--- src/rtl/pic_stage_pkg.sv ---
package pic_stage_pkg;

  // Recoded difference value x = current decision - previous decision
  typedef enum logic [2:0] {
    X_ZERO = 3'd0,
    X_POS1 = 3'd1,
    X_NEG1 = 3'd2,
    X_POS2 = 3'd3,
    X_NEG2 = 3'd4
  } x_code_e;

  // Decision bits: 1 stands for -1, 0 for +1.
  function automatic x_code_e recode_x(input logic cur_neg, input logic prev_neg,
                                       input logic full_cancel);
    if (full_cancel) return cur_neg ? X_NEG1 : X_POS1;
    if (cur_neg == prev_neg) return X_ZERO;
    return cur_neg ? X_NEG2 : X_POS2;
  endfunction

  // coefficient times x, using only shift and negate
  function automatic logic signed [31:0] cancel_term(input x_code_e x,
                                                    input logic signed [31:0] c);
    case (x)
      X_POS1:  return c;
      X_NEG1:  return -c;
      X_POS2:  return c <<< 1;
      X_NEG2:  return -(c <<< 1);
      default: return 32'sd0;
    endcase
  endfunction

  // clamp a wide value into a w-bit two's-complement range
  function automatic logic signed [31:0] sat_to(input logic signed [31:0] v, input int w);
    logic signed [31:0] hi;
    logic signed [31:0] lo;
    hi = (32'sd1 <<< (w - 1)) - 32'sd1;
    lo = -(32'sd1 <<< (w - 1));
    if (v > hi) return hi;
    if (v < lo) return lo;
    return v;
  endfunction

endpackage

--- src/rtl/pic_coef_store.sv ---
module pic_coef_store #(
  parameter int N  = 8,
  parameter int W  = 12,
  localparam int KW = (N > 1) ? $clog2(N) : 1
) (
  input  logic                clk,
  input  logic                rst,
  input  logic                wr_en,
  input  logic [KW-1:0]       wr_row,
  input  logic [KW-1:0]       wr_col,
  input  logic signed [W-1:0] wr_data,
  input  logic [KW-1:0]       rd_row,
  input  logic [KW-1:0]       rd_col,
  output logic signed [W-1:0] rd_data,
  output logic [N*N*W-1:0]    coef_flat
);

  logic signed [W-1:0] mem [N][N];

  always_ff @(posedge clk) begin
    if (rst) begin
      for (int r = 0; r < N; r++)
        for (int c = 0; c < N; c++)
          mem[r][c] <= '0;
    end else if (wr_en) begin
      mem[wr_row][wr_col] <= wr_data;
    end
  end

  assign rd_data = mem[rd_row][rd_col];

  for (genvar r = 0; r < N; r++) begin : g_row
    for (genvar c = 0; c < N; c++) begin : g_col
      assign coef_flat[(r*N + c)*W +: W] = mem[r][c];
    end
  end

endmodule

--- src/rtl/pic_step_seq.sv ---
// Walks every off-diagonal (row, col) pair once, row-major, col ascending.
module pic_step_seq #(
  parameter int N  = 8,
  localparam int KW = (N > 1) ? $clog2(N) : 1
) (
  input  logic          clk,
  input  logic          rst,
  input  logic          start,
  output logic          busy,
  output logic [KW-1:0] row,
  output logic [KW-1:0] col,
  output logic          last
);

  logic [KW-1:0] m_q;

  assign col  = (m_q >= row) ? m_q + KW'(1) : m_q;
  assign last = busy && (row == KW'(N - 1)) && (m_q == KW'(N - 2));

  always_ff @(posedge clk) begin
    if (rst) begin
      busy <= 1'b0;
      row  <= '0;
      m_q  <= '0;
    end else if (!busy) begin
      if (start) begin
        busy <= 1'b1;
        row  <= '0;
        m_q  <= '0;
      end
    end else if (last) begin
      busy <= 1'b0;
    end else if (m_q == KW'(N - 2)) begin
      m_q <= '0;
      row <= row + KW'(1);
    end else begin
      m_q <= m_q + KW'(1);
    end
  end

endmodule

--- src/rtl/pic_recoder.sv ---
module pic_recoder #(
  parameter bit FIRST_STAGE = 1'b0
) (
  input  logic                   cur_neg,
  input  logic                   prev_neg,
  output pic_stage_pkg::x_code_e x_code
);
  import pic_stage_pkg::*;

  if (FIRST_STAGE) begin : g_full
    assign x_code = recode_x(cur_neg, prev_neg, 1'b1);
  end else begin : g_diff
    assign x_code = recode_x(cur_neg, prev_neg, 1'b0);
  end

endmodule

--- src/rtl/pic_diff_stage.sv ---
module pic_diff_stage #(
  parameter int N           = 8,
  parameter int W           = 12,
  parameter bit FIRST_STAGE = 1'b0,
  localparam int KW = (N > 1) ? $clog2(N) : 1
) (
  input  logic                clk,
  input  logic                rst,
  input  logic                coef_we,
  input  logic [KW-1:0]       coef_row,
  input  logic [KW-1:0]       coef_col,
  input  logic signed [W-1:0] coef_data,
  input  logic                in_load,
  input  logic [N*W-1:0]      in_soft,
  input  logic [N-1:0]        in_prev_dec,
  output logic                out_valid,
  output logic [N*W-1:0]      out_soft,
  output logic [N-1:0]        out_dec
);
  import pic_stage_pkg::*;

  logic signed [W-1:0] acc [N];
  logic [N-1:0]        dcur_q;
  logic [N-1:0]        dprev_q;

  // named internal events (observed by the bound checker)
  logic                busy;
  logic                last;
  logic                accept;
  logic                upd_fire;
  logic [KW-1:0]       upd_k;
  logic [KW-1:0]       upd_j;
  x_code_e             upd_op;
  logic signed [W-1:0] coef_rd;
  logic signed [31:0]  upd_term;
  logic signed [W-1:0] upd_old;
  logic signed [31:0]  upd_diff;
  logic signed [W-1:0] upd_new;
  logic [N*N*W-1:0]    coef_flat;

  assign accept   = in_load && !busy;
  assign upd_fire = busy;

  pic_step_seq #(.N(N)) u_seq (
    .clk  (clk),
    .rst  (rst),
    .start(accept),
    .busy (busy),
    .row  (upd_k),
    .col  (upd_j),
    .last (last)
  );

  pic_coef_store #(.N(N), .W(W)) u_coef (
    .clk      (clk),
    .rst      (rst),
    .wr_en    (coef_we && !busy),
    .wr_row   (coef_row),
    .wr_col   (coef_col),
    .wr_data  (coef_data),
    .rd_row   (upd_k),
    .rd_col   (upd_j),
    .rd_data  (coef_rd),
    .coef_flat(coef_flat)
  );

  pic_recoder #(.FIRST_STAGE(FIRST_STAGE)) u_rec (
    .cur_neg (dcur_q[upd_j]),
    .prev_neg(dprev_q[upd_j]),
    .x_code  (upd_op)
  );

  assign upd_term = cancel_term(upd_op, {{(32-W){coef_rd[W-1]}}, coef_rd});
  assign upd_old  = acc[upd_k];
  assign upd_diff = {{(32-W){upd_old[W-1]}}, upd_old} - upd_term;
  assign upd_new  = W'(sat_to(upd_diff, W));

  always_ff @(posedge clk) begin
    if (rst) begin
      for (int i = 0; i < N; i++) acc[i] <= '0;
      dcur_q    <= '0;
      dprev_q   <= '0;
      out_valid <= 1'b0;
    end else begin
      out_valid <= last;
      if (accept) begin
        for (int i = 0; i < N; i++) begin
          acc[i]    <= in_soft[i*W +: W];
          dcur_q[i] <= in_soft[i*W + W - 1];
        end
        dprev_q <= in_prev_dec;
      end else if (upd_fire) begin
        acc[upd_k] <= upd_new;
      end
    end
  end

  for (genvar i = 0; i < N; i++) begin : g_out
    assign out_soft[i*W +: W] = acc[i];
  end
  assign out_dec = dcur_q;

endmodule

--- config.mk ---
export PLATFORM = sky130hd
export DESIGN_NAME = pic_diff_stage
export DESIGN_NICKNAME = d
export VERILOG_FILES = /design/src/rtl/pic_stage_pkg.sv /design/src/rtl/pic_coef_store.sv /design/src/rtl/pic_step_seq.sv /design/src/rtl/pic_recoder.sv /design/src/rtl/pic_diff_stage.sv
export SDC_FILE = /design/constraint.sdc
export NUM_CORES = 1
export LEC_CHECK = 0
export CAP_MARGIN = 20
export CELL_PAD_IN_SITES_DETAIL_PLACEMENT = 1
export CELL_PAD_IN_SITES_GLOBAL_PLACEMENT = 1
export CORE_ASPECT_RATIO = 0.5
export CORE_MARGIN = 2
export CORE_UTILIZATION = 54
export DETAILED_ROUTE_END_ITERATION = 6
export DONT_BUFFER_PORTS = 1
export PLACE_DENSITY_LB_ADDON = 0.1
export SLEW_MARGIN = 20
export SYNTH_ARGS = -nofsm -noshare
export SYNTH_HDL_FRONTEND = slang
export SYNTH_SLANG_ARGS = --single-unit
--- constraint.sdc ---
create_clock -name clk -period 10.9 [get_ports clk]
set_clock_uncertainty 0.1 [all_clocks]
set_input_delay 2.18 -clock clk [delete_from_list [all_inputs] [get_ports clk]]
set_output_delay 2.18 -clock clk [all_outputs]
set_load 0.01 [all_outputs]
# After elaboration in Yosys (flattened, before gate mapping)
# Memory sizes are Yosys's and may differ from the RTL's. A register that Yosys moved wholly into a read port is not among the register bits.
# Index checks and enable logic that the tools add are counted.
# word_totals
ram_bits	864
n_memories	2
word_cells	111
inputBits	126
register_bits	24
out_inout_bits	105
# memory_table
name	depth	width	read_ports	rd_clocked_by_memory_dff	wr	line_no	rtl
u_coef.mem	8	96	1	1	8	pic_coef_store.sv:18	logic signed [W-1:0] mem [N][N];
acc	8	12	9	1	8	pic_diff_stage.sv:22	logic signed [W-1:0] acc [N];
# op_classes
n_lt_le_gt_ge	7
n_eq_ne	9
addsub	5
mux	61
reduce_logical	11
bitwise	10
# ops
cell	n
96-bit 2-to-1 mux	3
12-bit 2-to-1 mux	16
32-bit case mux with 4 select lines	1
96-bit OR reduction	1
3-bit 2-to-1 mux	17
12-bit binary-select mux with 3-bit select	1
12-bit demux with 3-bit select	1
32-bit by 12-bit > comparator with 1-bit output, second input constant	1
32-bit by 12-bit < comparator with 1-bit output, second input constant	1
12-bit negation with 32-bit output	1
13-bit negation with 32-bit output	1
32-bit subtractor	1
1-bit 2-to-1 mux	20
12-bit OR reduction	1
3-bit == test, second input constant	3
4-bit >= comparator, second input constant	2
3-bit NOT with 4-bit output	2
1-bit OR	8
3-bit by 1-bit adder with 3-bit output, second input constant	2
1-bit binary-select mux with 3-bit select	2
3-bit by 2-bit == test with 1-bit output, second input constant	2
1-bit logical AND	5
3-bit by 4-bit < comparator with 1-bit output, second input constant	1
4-bit by 1-bit < comparator with 1-bit output, second input constant	1
other kinds (8)	9

# Longest topological paths before layout
# depth
depth_word	16
mapped_depth	31
depth_no_buf	25

# By module
# Synthesis repeated with hierarchy kept, for this count alone.
# hier_totals
hier_cells	3414
hier_area_um2	44943.1
# modules_own_cells
mod	instances	area_each_um2	cells_per_inst	seq_area_each_um2
pic_coef_store	1	35462.8	2319	23062.1
pic_diff_stage	1	8963.6	1034	3223.1
pic_step_seq	1	494.2	58	140.1
pic_recoder	1	22.5	3	0.0

# Worst setup path after synthesis
# OpenSTA, ideal clock, no wires.
# synth_timing
kind	reg-to-reg
from	register u_seq.row[2]
to	memory acc[0][2] (data pin)
setup_ns	0.159
period_less_slack_ns	8.113
path_buffers	8
arrival_time_ns	7.853
path_stages_with_launch	32
required_ns	10.641
slack_ns	2.787
cell_sequence	dfxtp_1 > clkbuf_1 > inv_1 > ha_1 > nand2_1 > o21ai_1 > mux2i_1 > buf_2 > buf_2 > clkbuf_1 > mux4_2 > mux2_2 > inv_1 > ha_1 > clkbuf_1 > nand2_1 > a21oi_1 > o21ai_0 > ha_1 > clkbuf_1 > clkbuf_1 > nand4_1 > a2111oi_0 > o21ai_0 > nand3_1 > mux2_2 > nor4_1 > nand4_1 > nor4_1 > clkbuf_1 > o21ai_1 > o211ai_1
# synth_rtl
item	line_no	rtl
start, declared	pic_step_seq.sv:10	output logic [KW-1:0] row,
start signal, assigned	pic_step_seq.sv:35	row <= row + KW'(1);
end, declared	pic_diff_stage.sv:22	

==> impl_metrics.env <==
export IMPL_status="complete, no violations"
export IMPL_post_cts_resized_instances=0
export IMPL_relSlewSlack_pct=22.5
export IMPL_synth_edf_count=864
export IMPL_power_leakage_nw=16.8
export IMPL_seqPwrFrac_pct=50.1
export IMPL_worstPathRequired_ps=11180
export IMPL_r2r_cells=26
export IMPL_via_per_inst=6.39
export IMPL_hp_start="dprev_q[1]$_SDFFE_PP0P_"
export IMPL_pwr_share_comb_pct=13.1
export IMPL_crit_slowest_cell="mux2i_4"
export IMPL_ff2ff_setup_slack_ps=1170
export IMPL_post_route_period_util_pct=89.3
export IMPL_track_usage_pct=31.2
export IMPL_clock_fmax_mhz=103
export IMPL_die_h_um=206
export IMPL_grt_pass1_wl_um=191000
export IMPL_drt_iter0_markers=2933
export IMPL_cts_root_buf="clkbuf_16"
export IMPL_cts_sinks=891
export IMPL_drc=0
export IMPL_rsz0062_at_grt="false"
export IMPL_first_global_vias=27800
export IMPL_max_stage_delay_ps=930
export IMPL_yosys_area_share_simple_pct=15.6
export IMPL_reg2reg_to="acc[5][6]$_DFFE_PP_"
export IMPL_clk_latency_ps=670
export IMPL_clock_power_share_pct=36.8
export IMPL_synthToLayoutAreaGrowth_pct=8.76
export IMPL_synth_area_mm2=0.0442
export IMPL_synthAdderAreaFrac_pct=1.24
export IMPL_worstPathArrival_ps=10010
export IMPL_drt_total_wl_um=131000
export IMPL_min_to="dprev_q[1]$_SDFFE_PP0P_"
export IMPL_ys_types=70
export IMPL_dp_hpwl_um=85800
export IMPL_setup_tns_ps=0
export IMPL_wl_per_cell_um=30.8
export IMPL_hold_class="flop to flop"
export IMPL_switchingPower_mw=2.11
export IMPL_antenna_found_initial=6
export IMPL_hold_viol_final=0
export IMPL_synth_xor_area_share_pct=0.532
export IMPL_postCtsSetupRepairBufs=0
export IMPL_grt_remaining_overflow=0
export IMPL_stdcell_count=4248
export IMPL_vias=27100
export IMPL_p_sw_share_pct=26.5
export IMPL_finalCriticalPeriod_ps=9730
export IMPL_ys_flop_type="edfxtp_1"
export IMPL_ys_seq_elements=891
export IMPL_core_mm2=0.0814
export IMPL_fin_nets=3248
export IMPL_grt_max_degree=71
export IMPL_max_vdd_ir_drop_uv=112
export IMPL_ctsHoldBuffers=0
export IMPL_cts_max_level=3
export IMPL_avgSynthCellArea_um2=13.9
export IMPL_dr_pass1_iters=5
export IMPL_critPathLaunchType="flop"
export IMPL_setup_violations=0
export IMPL_dieArea_mm2=0.0843
export IMPL_io_buffer_count=0
export IMPL_gp_congestion=0.942
export IMPL_num_rows=74
export IMPL_cp_top_family="compound AO/OA/AOI/OAI gates"
export IMPL_placed_cell_area_mm2=0.0454
export IMPL_synthMuxAreaShare_pct=15.0
export IMPL_worst_slew_pin_slew_ps=1160
export IMPL_startpoint="u_seq.row[2]$_SDFFE_PP0P_"
export IMPL_syn_nets=3340
export IMPL_maxSlewViolCount=0
export IMPL_worstSetupEndpointType="flop"
export IMPL_yosys_warnings=0
export IMPL_clk_path_buf_depth=3
export IMPL_whs_path_depth=2
export IMPL_crit_top_cell="ha_1"
export IMPL_r2r_start="u_seq.row[2]$_SDFFE_PP0P_"
export IMPL_async_reset_ff_share_pct=0
export IMPL_synth_top_family_by_area="simple AND/OR/NAND/NOR gates"
export IMPL_p_per_area_mw_per_mm2=166
export IMPL_dp_cells=4095
export IMPL_design_area_mm2=0.0481
export IMPL_cts_tree="yes"
export IMPL_internal_power_mw=5.87
export IMPL_power_total_mw=7.98
export IMPL_syn_inst=3170
export IMPL_pin_count=231
export IMPL_crit_buf_inv=3
export IMPL_drive_gt1_share_pct=17.2
export IMPL_maxCapViolCount=0
export IMPL_cts_clk_slew_worst_paths_ps=70
export IMPL_cp_max_fo=27
export IMPL_ant_nets=0
export IMPL_synth_seq_area_share_pct=59.9
export IMPL_die_w_um=409
export IMPL_path_class="flop to flop"
export IMPL_initial_utilization_pct=54.3
export IMPL_synth_compound_area_share_pct=5.10
export IMPL_cts_buffers=81
layout make-up:
| type | count | area, µm² |
|---|---|---|
| Fill cell | 7612 | 33300 |
| Sequential cell | 891 | 26500 |
| Multi-Input combinational cell | 1977 | 16600 |
| Clock buffer | 94 | 2120 |
| Tap cell | 1102 | 1380 |
| Timing Repair Buffer | 104 | 880 |
| Clock inverter | 51 | 479 |
| Inverter | 23 | 86.3 |
| Antenna cell | 6 | 15.0 |
sequential cells by signal (all words and copies together), names as in the netlist, named ones only:
name,flops
u_seq.row,3
out_dec,8
u_coef.mem,768
acc,96
out_valid,1
dprev_q,8
u_seq.busy,1
u_seq.m_q,3
cells in the mapped netlist, types with 8 or more instances:
| cell type | count | share of area, % |
|---|---|---|
| clkbuf_1 | 210 | 1.8 |
| edfxtp_1 | 864 | 59 |
| xnor2_1 | 14 | 0.28 |
| xor2_1 | 11 | 0.22 |
| nor2_1 | 108 | 0.92 |
| and2_1 | 773 | 11 |
| o21a_1 | 10 | 0.17 |
| buf_1 | 39 | 0.33 |
| mux2_2 | 14 | 0.36 |
| mux4_2 | 265 | 13 |
| buf_2 | 27 | 0.31 |
| ha_1 | 44 | 1.2 |
| nand2b_1 | 10 | 0.14 |
| o21ai_0 | 122 | 1.4 |
| nand2_1 | 208 | 1.8 |
| nor2b_1 | 9 | 0.13 |
| mux2i_1 | 50 | 1.1 |
| nand3_2 | 8 | 0.18 |
| or3_1 | 10 | 0.14 |
| nor3_1 | 14 | 0.16 |
| dfxtp_1 | 27 | 1.2 |
| nand3b_1 | 9 | 0.15 |
| o211ai_1 | 83 | 1.4 |
| nand3_1 | 26 | 0.29 |
| a21oi_1 | 68 | 0.77 |
| nand4_1 | 9 | 0.13 |
| a21o_1 | 11 | 0.19 |
| inv_1 | 21 | 0.18 |
power groups by stage:
| stage | clock network (mW) | registers [mW] | logic (mW) |
|---|---|---|---|
| 6_report | 2.93 | 4.00 | 1.05 |
| 5_1_grt | 3.08 | 4.01 | 1.12 |
| 4_1_cts | 2.96 | 4.00 | 1.02 |
| 3_5_place_dp | 0 | 4.07 | 1.02 |
| 3_3_place_gp | 0 | 4.06 | 0.993 |
| 2_1_floorplan | 0 | 4.03 | 0.685 |
per-layer routing:
metal / vias to the layer above / global-route usage [%] / wire (µm)
met4: 4 / 10.4 / 4190
met3: 222 / 7.72 / 10900
met1: 14200 / 40.6 / 51600
met2: 1130 / 51.9 / 64100
li1: 11600 / - / -
met5: - / 0 / 23
worst reg2reg max path, stage by stage (launching register included):
cell and delay (ps):
dfxtp_1 530, inv_1 140, ha_1 310, nand2_1 60, o21ai_1 420, mux2i_4 930
buf_4 360, mux4_2 580, mux2i_1 520, mux2i_1 290, nor2_1 370, nand3_1 300
or3_1 440, ha_1 290, o21ai_0 190, nand2_1 90, ha_1 470, nand4_1 230
a2111oi_0 430, o21ai_0 210, nand3_1 280, o211ai_1 170, a32oi_1 410, xor2_2 110
buf_4 260, o21ai_1 770, o211ai_1 180
metrics by stage:
step	setup WS, ps	util [%]	hold slack [ps]
floorplan	2790	-	333
global placement	1720	55.8	340
detailed placement	1380	55.8	359
CTS	1330	59.0	368
global route	502	59.1	389
finish	1170	59.1	367
kinds of logic (layout without fill, tap and decap cells):
logic type | Yosys count | in the layout
simple gates | 1220 | 1220
flops | 891 | 891
compound gates | 358 | 358
mux | 329 | 329
buf+inv | 302 | 272
fa+ha+maj | 44 | 44
xor+xnor | 26 | 26
other cells | 0 | 6
cell usage in the layout, fill, tap and decap left out, types with 7 or more instances in the layout:
master	netlist	layout
a21o_1	11	11
a21oi_1	68	68
and2_1	773	773
and3_1	7	7
buf_12	0	7
buf_4	1	95
bufinv_16	0	9
clkbuf_1	210	11
clkbuf_16	0	83
clkinv_1	2	22
clkinv_2	0	18
dfxtp_1	27	24
edfxtp_1	864	864
ha_1	44	44
inv_1	21	20
mux2_2	14	14
mux2i_1	50	49
mux4_2	265	265
nand2_1	208	208
nand2b_1	10	10
nand3_1	26	25
nand3_2	8	9
nand3b_1	9	9
nand4_1	9	9
nor2_1	108	107
nor2b_1	9	8
nor3_1	14	14
o211ai_1	83	83
o21a_1	10	10
o21ai_0	122	66
o21ai_1	7	62
o31ai_1	7	7
or3_1	10	10
xnor2_1	14	12
xor2_1	11	9
how the worst max path moves through the flow:
stage | depth (start not counted) | slack, ps | to
2_1_floorplan | 31 | 2790 | acc[0][2]$_DFFE_PP_
3_3_place_gp | 26 | 1720 | acc[5][5]$_DFFE_PP_
3_5_place_dp | 27 | 1380 | acc[5][6]$_DFFE_PP_
4_1_cts | 27 | 1330 | acc[5][6]$_DFFE_PP_
5_1_grt | 26 | 500 | acc[5][6]$_DFFE_PP_
6_report | 26 | 1170 | acc[5][6]$_DFFE_PP_
Note: power is estimated with default switching activity, not from simulation.
